`config.mk`:
```
export PLATFORM = sky130hd
export DESIGN_NAME = pacc_top
export DESIGN_NICKNAME = d
export VERILOG_FILES = /design/src/rtl/pacc_pkg.sv /design/src/rtl/pacc_sync.sv /design/src/rtl/pacc_core.sv /design/src/rtl/pacc_clkmux.sv /design/src/rtl/pacc_top.sv
export SDC_FILE = /design/constraint.sdc
export NUM_CORES = 1
export LEC_CHECK = 0
export CORE_MARGIN = 4
export CORE_UTILIZATION = 27
export CTS_BUF_LIST = sky130_fd_sc_hd__clkbuf_4 sky130_fd_sc_hd__clkbuf_8
export CTS_CLUSTER_DIAMETER = 30
export DETAILED_ROUTE_END_ITERATION = 10
export DONT_BUFFER_PORTS = 1
export HOLD_SLACK_MARGIN = 0.08
export PLACE_DENSITY = 0.52
export SYNTH_ARGS = -nofsm -noshare
export SYNTH_HDL_FRONTEND = slang
export SYNTH_HIERARCHICAL = 1
export SYNTH_SLANG_ARGS = --single-unit
export TNS_END_PERCENT = 30
```
`constraint.sdc`:
```
create_clock -name clk -period 2.7 [get_ports clk]
set_input_delay 0.54 -clock clk [delete_from_list [all_inputs] [get_ports clk]]
set_output_delay 0.54 -clock clk [all_outputs]
set_load 0.05 [all_outputs]
```
`src/rtl/pacc_pkg.sv`:
```
package pacc_pkg;

   typedef enum logic [1:0] {
      SEL_PRESC  = 2'b00,
      SEL_ACC    = 2'b01,
      SEL_DIV_LO = 2'b10,
      SEL_DIV_HI = 2'b11
   } clk_sel_e;

   // bit 0 upward: enable, gated, edge_pol, clk_sel[1:0], ovf_ie, edge_ie
   typedef struct packed {
      logic     edge_ie;
      logic     ovf_ie;
      clk_sel_e clk_sel;
      logic     edge_pol;
      logic     gated;
      logic     enable;
   } ctl_t;

   localparam int CTL_W = $bits(ctl_t);

endpackage

```
`src/rtl/pacc_sync.sv`:
```
module pacc_sync #(
   parameter int SYNC_N = 2
) (
   input  logic clk,
   input  logic rst_n,
   input  logic pin,
   output logic lvl,
   output logic rise,
   output logic fall
);

   generate
      if (SYNC_N < 2) begin : g_bad_sync
         $error("pacc_sync: SYNC_N must be at least 2");
      end
   endgenerate

   logic [SYNC_N-1:0] chain_q;
   logic              prev_q;

   always_ff @(posedge clk or negedge rst_n) begin
      if (!rst_n) begin
         chain_q <= '0;
         prev_q  <= 1'b0;
      end else begin
         chain_q <= {chain_q[SYNC_N-2:0], pin};
         prev_q  <= chain_q[SYNC_N-1];
      end
   end

   assign lvl  = chain_q[SYNC_N-1];
   assign rise = lvl & ~prev_q;
   assign fall = ~lvl & prev_q;

   // an edge is reported for one cycle only
   p_rise_single_r3: assert property (@(posedge clk) disable iff (!rst_n)
      rise |=> !rise);
   p_fall_single_r3: assert property (@(posedge clk) disable iff (!rst_n)
      fall |=> !fall);

endmodule

```
`src/rtl/pacc_core.sv`:
```
module pacc_core #(
   parameter int CNT_W = 16
) (
   input  logic             clk,
   input  logic             rst_n,
   input  logic             enable,
   input  logic             gated,
   input  logic             edge_pol,
   input  logic             tmr_en,
   input  logic             e64_tick,
   input  logic             lvl,
   input  logic             rise,
   input  logic             fall,
   input  logic             cnt_we,
   input  logic [CNT_W-1:0] cnt_wdata,
   input  logic             flg_clr_we,
   input  logic [1:0]       flg_clr,
   output logic [CNT_W-1:0] count,
   output logic             edge_flag,
   output logic             ovf_flag,
   output logic             acc_pulse
);

   generate
      if (CNT_W < 2) begin : g_bad_width
         $error("pacc_core: CNT_W must be at least 2");
      end
   endgenerate

   logic sel_edge, gate_open, wrap;

   // The counted edge in event mode and the trailing edge in gated mode
   // have the same polarity, so one select serves both.
   assign sel_edge  = edge_pol ? rise : fall;
   assign gate_open = edge_pol ? ~lvl : lvl;
   assign acc_pulse = enable & (gated ? (tmr_en & e64_tick & gate_open) : sel_edge);
   assign wrap      = acc_pulse & (&count);

   always_ff @(posedge clk or negedge rst_n) begin
      if (!rst_n) begin
         count     <= '0;
         edge_flag <= 1'b0;
         ovf_flag  <= 1'b0;
      end else begin
         if (cnt_we)
            count <= cnt_wdata;
         else if (acc_pulse)
            count <= count + 1'b1;
         edge_flag <= (enable & sel_edge) | (edge_flag & ~(flg_clr_we & flg_clr[0]));
         ovf_flag  <= (wrap & ~cnt_we) | (ovf_flag & ~(flg_clr_we & flg_clr[1]));
      end
   end

   p_count_step_r3: assert property (@(posedge clk) disable iff (!rst_n)
      (acc_pulse && !cnt_we) |=> count == CNT_W'($past(count) + 1'b1));
   p_count_hold_r2: assert property (@(posedge clk) disable iff (!rst_n)
      (!acc_pulse && !cnt_we) |=> $stable(count));
   p_gate_timer_r5: assert property (@(posedge clk) disable iff (!rst_n)
      (gated && !tmr_en && !cnt_we) |=> $stable(count));
   p_ovf_wrap_r7: assert property (@(posedge clk) disable iff (!rst_n)
      $rose(ovf_flag) |-> count == '0);
   p_load_r13: assert property (@(posedge clk) disable iff (!rst_n)
      cnt_we |=> count == $past(cnt_wdata));

endmodule

```
`src/rtl/pacc_clkmux.sv`:
```
module pacc_clkmux
   import pacc_pkg::*;
#(
   parameter int DIV_LO = 8,
   parameter int DIV_HI = 16
) (
   input  logic     clk,
   input  logic     rst_n,
   input  logic     enable,
   input  clk_sel_e sel,
   input  logic     acc_pulse,
   input  logic     presc_tick,
   output logic     tcnt_tick
);

   generate
      if (DIV_LO < 1 || DIV_LO >= DIV_HI) begin : g_bad_div
         $error("pacc_clkmux: need 1 <= DIV_LO < DIV_HI");
      end
   endgenerate

   logic [DIV_HI-1:0] div_q;
   logic              tap_lo, tap_hi;

   always_ff @(posedge clk or negedge rst_n) begin
      if (!rst_n)
         div_q <= '0;
      else if (acc_pulse)
         div_q <= div_q + 1'b1;
   end

   assign tap_lo = acc_pulse & (&div_q[DIV_LO-1:0]);
   assign tap_hi = acc_pulse & (&div_q);

   always_comb begin
      if (!enable)
         tcnt_tick = presc_tick;
      else begin
         unique case (sel)
            SEL_PRESC:  tcnt_tick = presc_tick;
            SEL_ACC:    tcnt_tick = acc_pulse;
            SEL_DIV_LO: tcnt_tick = tap_lo;
            SEL_DIV_HI: tcnt_tick = tap_hi;
            default:    tcnt_tick = presc_tick;
         endcase
      end
   end

   // the slow tap always coincides with a fast tap
   p_tap_nest_r12: assert property (@(posedge clk) disable iff (!rst_n)
      tap_hi |-> tap_lo);
   p_tap_wrap_r12: assert property (@(posedge clk) disable iff (!rst_n)
      tap_lo |=> div_q[DIV_LO-1:0] == '0);

endmodule

```
`src/rtl/pacc_top.sv`:
```
module pacc_top
   import pacc_pkg::*;
#(
   parameter int CNT_W  = 16,
   parameter int SYNC_N = 2,
   parameter int DIV_LO = 8,
   parameter int DIV_HI = 16
) (
   input  logic             clk,
   input  logic             rst_n,
   input  logic             pin_in,
   input  logic             tmr_en,
   input  logic             presc_tick,
   input  logic             e64_tick,
   input  logic             ctl_we,
   input  logic [CTL_W-1:0] ctl_wdata,
   input  logic             cnt_we,
   input  logic [CNT_W-1:0] cnt_wdata,
   input  logic             flg_clr_we,
   input  logic [1:0]       flg_clr,
   output logic [CNT_W-1:0] count,
   output logic [1:0]       flags,
   output logic             irq_ovf,
   output logic             irq_edge,
   output logic             tcnt_tick
);

   ctl_t ctl_q;
   logic lvl, rise, fall, acc_pulse, edge_flag, ovf_flag;

   always_ff @(posedge clk or negedge rst_n) begin
      if (!rst_n)
         ctl_q <= '0;
      else if (ctl_we)
         ctl_q <= ctl_t'(ctl_wdata);
   end

   pacc_sync #(.SYNC_N(SYNC_N)) u_sync (
      .clk(clk), .rst_n(rst_n), .pin(pin_in),
      .lvl(lvl), .rise(rise), .fall(fall)
   );

   pacc_core #(.CNT_W(CNT_W)) u_core (
      .clk(clk), .rst_n(rst_n),
      .enable(ctl_q.enable), .gated(ctl_q.gated), .edge_pol(ctl_q.edge_pol),
      .tmr_en(tmr_en), .e64_tick(e64_tick),
      .lvl(lvl), .rise(rise), .fall(fall),
      .cnt_we(cnt_we), .cnt_wdata(cnt_wdata),
      .flg_clr_we(flg_clr_we), .flg_clr(flg_clr),
      .count(count), .edge_flag(edge_flag), .ovf_flag(ovf_flag),
      .acc_pulse(acc_pulse)
   );

   pacc_clkmux #(.DIV_LO(DIV_LO), .DIV_HI(DIV_HI)) u_mux (
      .clk(clk), .rst_n(rst_n), .enable(ctl_q.enable), .sel(ctl_q.clk_sel),
      .acc_pulse(acc_pulse), .presc_tick(presc_tick), .tcnt_tick(tcnt_tick)
   );

   assign flags    = {ovf_flag, edge_flag};
   assign irq_ovf  = ovf_flag & ctl_q.ovf_ie;
   assign irq_edge = edge_flag & ctl_q.edge_ie;

   p_disabled_still_r2: assert property (@(posedge clk) disable iff (!rst_n)
      (!ctl_q.enable && !cnt_we) |=> $stable(count));
   p_flag_clear_r8: assert property (@(posedge clk) disable iff (!rst_n)
      (flg_clr_we && flg_clr[0] && !rise && !fall) |=> !flags[0]);

endmodule

```
### After elaboration in Yosys (flattened, before gate mapping)

Index checks and enable logic that the tools add are counted.

| word-level totals | value |
|---|---|
| register bits | 44 |
| output and inout bits | 21 |

| cells by class | value |
|---|---|
| add/sub/neg operators | 2 |
| equality and inequality tests | 3 |
| multiplexer cells | 7 |
| bitwise logic cells | 23 |
| reduce and logical (&&, ||, !) cells | 5 |

Operator list:

| kind | number |
|---|---|
| $add 16x1->16 const B | 2 |
| $mux 16 | 2 |
| $reduce_and 16->1 | 2 |
| $and 1x1->1 | 16 |
| $reduce_and 8->1 | 1 |
| $not 1->1 | 5 |
| $eq 2x2->1 const B | 2 |
| $mux 1 | 4 |
| $pmux 1 s4 | 1 |
| $eq 2x1->1 const B | 1 |
| $logic_not 2->1 | 1 |
| $or 1x1->1 | 2 |
| $reduce_bool 2->1 | 1 |

### Depth between registers and ports, before layout

Gate-level depths: netlist of the first run.

| logic depth | value |
|---|---|
| depth after elaboration | 8 |
| mapped depth | 10 |

### By module

The synthesis of the first run kept the hierarchy.

Modules (own cells, without submodules):

| module | times used | cells an instance | area an instance (sq um) |
|---|---|---|---|
| pacc_core | 1 | 123 | 1059.8 |
| pacc_clkmux | 1 | 65 | 742.0 |
| pacc_top | 1 | 19 | 319.1 |
| pacc_sync | 1 | 5 | 90.1 |

### Worst setup path before layout of the first run

No wires, ideal clock.

| path | value |
|---|---|
| path type | input to output |
| from | in tmr_en |
| to | out tcnt_tick |
| arrival time | 2.132 ns |
| slack | 0.028 ns |
| cell stages on the path | 8 |
| buffers on the path | 2 |
| cells stage by stage | nand4_1 -> o22a_1 -> buf_2 -> inv_2 -> buf_4 -> nand4_1 -> nor2_1 -> a41o_1 |

| between the ends | value |
|---|---|
| word-level cells in the longest chain between the ends | 7 |
| elaborated cells on any way between the ends | 8 |
| classes of those cells | mux (3); bitwise (5) |

Ends and longest elaborated chain:

| item | line | source |
|---|---|---|
| start: declaration | pacc_top.sv:12 | `input logic tmr_en,` |
| $and 1x1->1 (*) (2 in a row) | pacc_core.sv:36 | `assign acc_pulse = enable & (gated ? (tmr_en & e64_tick & gate_open) : sel_edge);` |
| $mux 1 (*) | pacc_core.sv:36 |  |
| $and 1x1->1 (*) | pacc_core.sv:36 |  |
| named net acc_pulse | pacc_top.sv:29 | `logic lvl, rise, fall, acc_pulse, edge_flag, ovf_flag;` |
| $and 1x1->1 (on tied branches) | pacc_clkmux.sv:33, pacc_clkmux.sv:32 |  |
| $pmux 1 s4 (*) | pacc_clkmux.sv:39 | `unique case (sel)` |
| $mux 1 (*) | pacc_clkmux.sv:36 | `if (!enable)` |
| end: declaration | pacc_top.sv:25 | `output logic tcnt_tick` |

The timed path passes the listed nets; every way through them passes the cells marked *.

### Worst setup path in the final report of the first run

| path | value |
|---|---|
| from | reg u_sync.chain_q[1] |
| to | out tcnt_tick |

| between the ends | value |
|---|---|
| word-level cells in the longest chain between the ends | 8 |
| elaborated cells on any way between the ends | 12 |
| classes of those cells | mux (5); bitwise (7) |

Ends and longest elaborated chain:

| item | line | source |
|---|---|---|
| start: declaration | pacc_sync.sv:18 | `logic [SYNC_N-1:0] chain_q;` |
| start signal: assignment | pacc_sync.sv:26 | `chain_q <= {chain_q[SYNC_N-2:0], pin};` |
| $not 1->1 (*) | pacc_sync.sv:33 | `assign fall = ~lvl & prev_q;` |
| $and 1x1->1 (*) | pacc_sync.sv:33 |  |
| named net fall | pacc_top.sv:29 |  |
| $mux 1 (*) | pacc_core.sv:34 | `assign sel_edge = edge_pol ? rise : fall;` |
| $mux 1 (*) | pacc_core.sv:36 |  |
| $and 1x1->1 (*) | pacc_core.sv:36 |  |
| named net acc_pulse | pacc_top.sv:29 |  |
| $and 1x1->1 (on tied branches) | pacc_clkmux.sv:33, pacc_clkmux.sv:32 |  |
| $pmux 1 s4 (*) | pacc_clkmux.sv:39 |  |
| $mux 1 (*) | pacc_clkmux.sv:36 |  |

Marks and branches as above.

==> metrics.yaml, run 1 <==
status:
  status: "finished, final reports clean"
sta:
  tns_ns: 0
  worst_pin_slew_ns: 0.617
  max_slew_margin_pct: 58.9
  hold_violations: 0
  finalClockSkew_ns: 0.00289
  fmax_mhz: 394
  slew_viol_final: 0
  period_minus_slack_ns: 2.54
  fin_crit_sh_pct: 93.9
  setup_viol: 0
  hold_ws_ns: 0.0845
  rsz0062_at_grt: "no"
worst_setup_path:
  crit_required_ns: 2.16
  worstSetupStartpoint: "u_sync/chain_q[1]"
  crit_path_end_kind: "primary output"
  startpoint_type: "register"
  reg2reg_slack_ns: 0.50
  worstReg2RegStart: "u_sync/chain_q[1]"
  crit_type: "reg -> out"
  crit_arrival_ns: 2.00
  worstPathMaxFanout: 4
cts:
  ctsHtreeMaxLevel: 2
  clock_path_buffers: 2
  path_clk_slew_ns: 0.08
  cts_root_buffer: "clkbuf_8"
  cts_tree: "done"
  clock_sinks: 44
  cts_made_buffers: 5
  cts_setup_buffers: 0
  clkLatencyLatePin_ns: 0.29
die:
  fp-row-count: 32
  initial_core_util_pct: 28.2
  core_area_sq_mm: 0.00785
  die_area_sq_mm: 0.00970
  fp.dieW_um: 98.5
  io_pins: 55
  die_y_um: 98.5
routing:
  drt_iter0_drc: 53
  dr_total_vias: 1621
  drt-pass1-iter-count: 4
  wl_mm: 4.89
  drc: 0
  vias_per_cell: 5.05
  avgRoutedWirePerCell_um: 15.2
  ant_nets: 0
cells_and_area:
  final_common_cell: "dfrtp_1"
  n_antenna_cell: 0
  nets: 255
  layout-drive-gt1-share_pct: 16.0
  area_growth_syn_to_layout_pct: 12.1
  final_cell_mix: "dfrtp_1 (44), nand2_1 (24), nand3_1 (14), buf_4 (11), nor2_1 (11)"
grt:
  first_global_vias: 1559
  grt_use_total_pct: 10.2
  grt_max_degree: 45
  grt.overflow.total: 0
  grt_pass1_wl_mm: 7.99
  antenna_found_initial: 0
yosys:
  async_reset_ff_share_pct: 100
  synth_area_sq_mm: 0.00221
  ys_seq_elements: 44
  yosysSeqAreaShare_pct: 49.8
  syn_avg_cell_area_sq_um: 10.4
  synth_top_flop_cell: "dfrtp_1"
  yosys.area.top_type_share_pct: 49.8
  synth_edf_count: 0
  synthTopCellsByArea: "dfrtp_1 (50%), mux2_4 (4.8%), nand2_1 (4.1%)"
  yosys.area.top_type: "dfrtp_1"
  synthDistinctLibCells: 42
  synthesis.nets: 248
  ys_warn_count: 6
  syn_inst: 212
placed_design:
  gp_congestion: 0.737
  dp_hpwl_mm: 3.46
  io_buffers: 0
hold_path:
  min_path_type: "in -> async"
power_and_ir_drop:
  p_leak_uw: 0.00105
  power.density_mw_per_mm2: 613
  irDropWorstVdd_v: 0.000189
run:
  max_cap_viol_count: 0
-- cells by family (layout without fill, tap and decap cells) --
group	after synthesis	in the layout	share of synthesized area [%]
and+or+nand+nor	89	89	22.2
DFF	44	44	49.8
AOI/OAI and AO/OA	34	34	10.3
xor gates and xnor gates	17	17	6.73
buffers and inverters	16	23	3.68
muxes	10	10	6.17
adders and majority gates	2	2	1.13
-- area by class of cell --
type	instances	area [sq um]
fillers	843	5370
flip-flops and latches	44	1100
repair buffers	12	110
inverters	4	15.0
clock inverters	2	12.5
multi-input cells	152	1040
clock buffers	5	68.8
well taps	102	128
-- final timing paths --
path,cells after the start,to
max,7,tcnt_tick
min,1,u_mux/div_q[13]
min reg2reg,0,u_sync/chain_q[1]
max in group asynchronous,1,u_mux/div_q[12]
min in group clk,0,u_sync/chain_q[0]
max reg2reg,9,u_mux/div_q[15]
-- where the power goes --
group	leakage (uW)	switching, uW	internal, uW
Combinational	0.000465	147	106
Clock	0.0000400	230	176
Sequential	0.000543	134	727
-- routing by layer --
layer	GRT usage [%]	vias up	share of wire, %
met3	3.61	4	6.2
met5	0	-	0
met1	14.6	781	50
li1	-	787	-
met2	14.9	49	43
met4	1.89	0	0.57
-- sequential cells by signal, summed over array words and instances, names as in the netlist --
register          flops
u_core/ovf_flag       1
u_sync/chain_q        2
u_core/count         16
u_sync/prev_q         1
ctl_q                 7
u_core/edge_flag      1
u_mux/div_q          16
-- Yosys cell counts (2+ instances only) --
cell and n:
dfrtp_1 44, nand2_1 24, nand3_1 14, nor2_1 12, a31oi_1 10, or4_1 10
xnor2_1 9, xor2_1 8, and3_1 7, mux2_4 7, o21ai_0 7, o31ai_1 7
clkbuf_1 6, nand4_1 6, buf_4 3, inv_1 3, o211ai_1 3, and2_1 2
and4_1 2, buf_2 2, ha_1 2, mux2i_1 2, nor2_2 2, or4b_1 2
-- worst max-delay path: stages (launching register included) --
cell and delay (ns):
dfrtp_1 0.42, and2b_2 0.21, mux2i_1 0.07, o22a_1 0.20, inv_2 0.08, nand4_1 0.18, nor2_2 0.20, a41o_4 0.34
-- metrics by stage --
stage / setup slack [ns] / cell area, sq um / utilization, % / total power [uW] / cells
after CTS: 0.102 / 2460 / 31.4 / 1540 / 321
final: 0.164 / 2480 / 31.6 / 1520 / 321
after global placement: 0.366 / 2350 / 30.0 / 1110 / 313
after detailed placement: 0.321 / 2350 / 30.0 / 1110 / 313
after global routing: 0.00881 / 2480 / 31.6 / 1600 / 321
after floorplan: 0.0277 / 2210 / - / 1060 / 212
-- repair_timing --
action                                 in CTS  in global routing
gates resized for setup                     1                  2
setup endpoints to repair                   1                  1
endpoints found under the hold margin      44                  0
hold buffers                                1                  0
Power figures use the tool's default switching activity.
==> run 2, diff against run 1 <==
- CORE_ASPECT_RATIO: not set -> 1.4
- CORE_UTILIZATION: 27 -> 65
- PLACE_DENSITY: 0.52 -> 0.93
==> metrics.yaml, run 2 (synthesis gave the netlist of run 1 again) <==
sta:
  worst_slack_ns: 0.0471
  fin_crit_sh_pct: 98.3
  worst_pin_slew_ns: 0.619
  hold_violations: 0
  setup_viol: 0
  finalClockSkew_ns: 0.0147
  rsz0062_at_grt: "yes"
  period_minus_slack_ns: 2.65
  max_slew_margin_pct: 58.7
  fmax_mhz: 377
  slew_viol_final: 0
run:
  max_cap_viol_count: 0
cells_and_area:
  fill_cells: 184
  layout-drive-gt1-share_pct: 18.7
  nets: 260
  seq_area_sq_mm: 0.00110
  final_common_cell: "dfrtp_1"
  largestRegisters: "u_core/count (16), u_mux/div_q (16), ctl_q (7)"
  area_growth_syn_to_layout_pct: 14.3
  final_area_sq_mm: 0.00253
  final_cell_mix: "dfrtp_1 (44), nand2_1 (24), buf_4 (14), nand3_1 (13), nor2_1 (11)"
  multi_input_area_sq_mm: 0.00105
  n_antenna_cell: 0
power_and_ir_drop:
  pwr-share-clk_pct: 37.7
  p_sw_share_pct: 29.2
  switchingPower_uw: 537
  power.density_mw_per_mm2: 729
  power.internal_uw: 1300
  comb_power_share_pct: 14.1
  irDropWorstVdd_v: 0.000571
  power_frac_seq_pct: 48.2
  p_leak_uw: 0.00111
placed_design:
  io_buffers: 0
  place_ws_ns: 0.315
  gp_congestion: 0.762
  dp_hpwl_mm: 3.44
  dpl-instance-area_sq_mm: 0.00227
grt:
  grt_max_degree: 45
  grt.overflow.total: 0
  antenna_found_initial: 0
  grt_pass1_wl_mm: 9.11
  first_global_vias: 1818
  grt_use_total_pct: 27.5
routing:
  ant_nets: 0
  drt-pass1-iter-count: 5
  drt_iter0_drc: 80
  drc: 0
  avgRoutedWirePerCell_um: 21.3
  wl_mm: 5.63
  dr_total_vias: 1768
  vias_per_cell: 6.70
cts:
  clock_sinks: 44
  clock_path_buffers: 2
  clkLatencyLatePin_ns: 0.30
  ctsHtreeMaxLevel: 2
  cts_tree: "done"
  cts_root_buffer: "clkbuf_8"
  path_clk_slew_ns: 0.09
  cts_made_buffers: 5
die:
  die_y_um: 77.0
  initial_core_util_pct: 69.5
  fp-row-count: 24
  fp.dieW_um: 57.3
  core_area_sq_mm: 0.00318
  die_area_sq_mm: 0.00441
  io_pins: 55
worst_setup_path:
  crit_path_end_kind: "primary output"
  worstPathMaxFanout: 4
  startpoint_type: "register"
  crit_arrival_ns: 2.11
  crit_type: "reg -> out"
  reg2reg_slack_ns: 0.40
  crit_required_ns: 2.16
status:
  status: "finished, final reports clean"
hold_path:
  min_path_type: "in -> reg"
[run 2: area by class of cell]
type | instances | area share, %
sequential | 44 | 43.6
tap | 39 | 1.93
inverter | 4 | 0.693
multi-input combinational | 152 | 41.4
timing repair buffer | 17 | 6.14
clock inverter | 3 | 3.56
clock buffer | 5 | 2.72
[run 2: worst max-delay path, stage by stage, from the launching register on]
cell and delay, ns:
dfrtp_1 0.40, and2b_2 0.24, mux2i_2 0.17, o22a_1 0.23
inv_4 0.06, nand3_2 0.07, o21a_1 0.16, o22ai_2 0.07
a41o_1 0.25, buf_12 0.16
[run 2: power by group through the flow]
| stage | Clock (uW) | Sequential [uW] | Combinational (uW) |
|---|---|---|---|
| 2_1_floorplan | 0 | 885 | 172 |
| 3_3_place_gp | 0 | 887 | 211 |
| 3_5_place_dp | 0 | 894 | 221 |
| 4_1_cts | 696 | 884 | 249 |
| 5_1_grt | 738 | 898 | 283 |
| 6_report | 694 | 888 | 260 |
[run 2: path summary, 6_finish.rpt]
kind	from	end	cells after the start
hold / removal	pin_in	u_sync/chain_q[0]	0
hold reg to reg	u_sync/chain_q[0]	u_sync/chain_q[1]	0
min in group asynchronous	rst_n	u_mux/div_q[4]	2
max in group asynchronous	rst_n	u_core/count[3]	2
setup / recovery	u_sync/chain_q[1]	tcnt_tick	9
setup reg to reg	u_sync/chain_q[1]	u_mux/div_q[13]	9
[run 2: repair_timing]
item / 4_1_cts / 5_1_grt
setup buffers: 4 / 3
resized for setup: 1 / 4
hold buffers: 1 / 1
pin swaps: 1 / 3
endpoints found under the setup margin: 1 / 1
endpoints found under the hold margin: 44 / 5
[run 2: per-layer routing]
layer	up-vias	share of wire [%]	track usage, %
met1	880	37	32.5
met5	-	0	0
li1	792	-	-
met3	11	7.8	8.07
met4	0	2.5	8.82
met2	85	52	47.4
[run 2: through the flow]
| step | setup TNS (ns) | instances | total power (uW) | util (%) | hold WS [ns] |
|---|---|---|---|---|---|
| after floorplan | 0 | 212 | 1060 | - | 0.244 |
| after global placement | 0 | 247 | 1100 | 71.2 | 0.245 |
| after detailed placement | 0 | 247 | 1110 | 71.2 | 0.245 |
| after CTS | 0 | 260 | 1830 | 77.8 | 0.0844 |
| after global routing | -0.0184 | 264 | 1920 | 79.4 | 0.237 |
| final | 0 | 264 | 1840 | 79.4 | 0.263 |
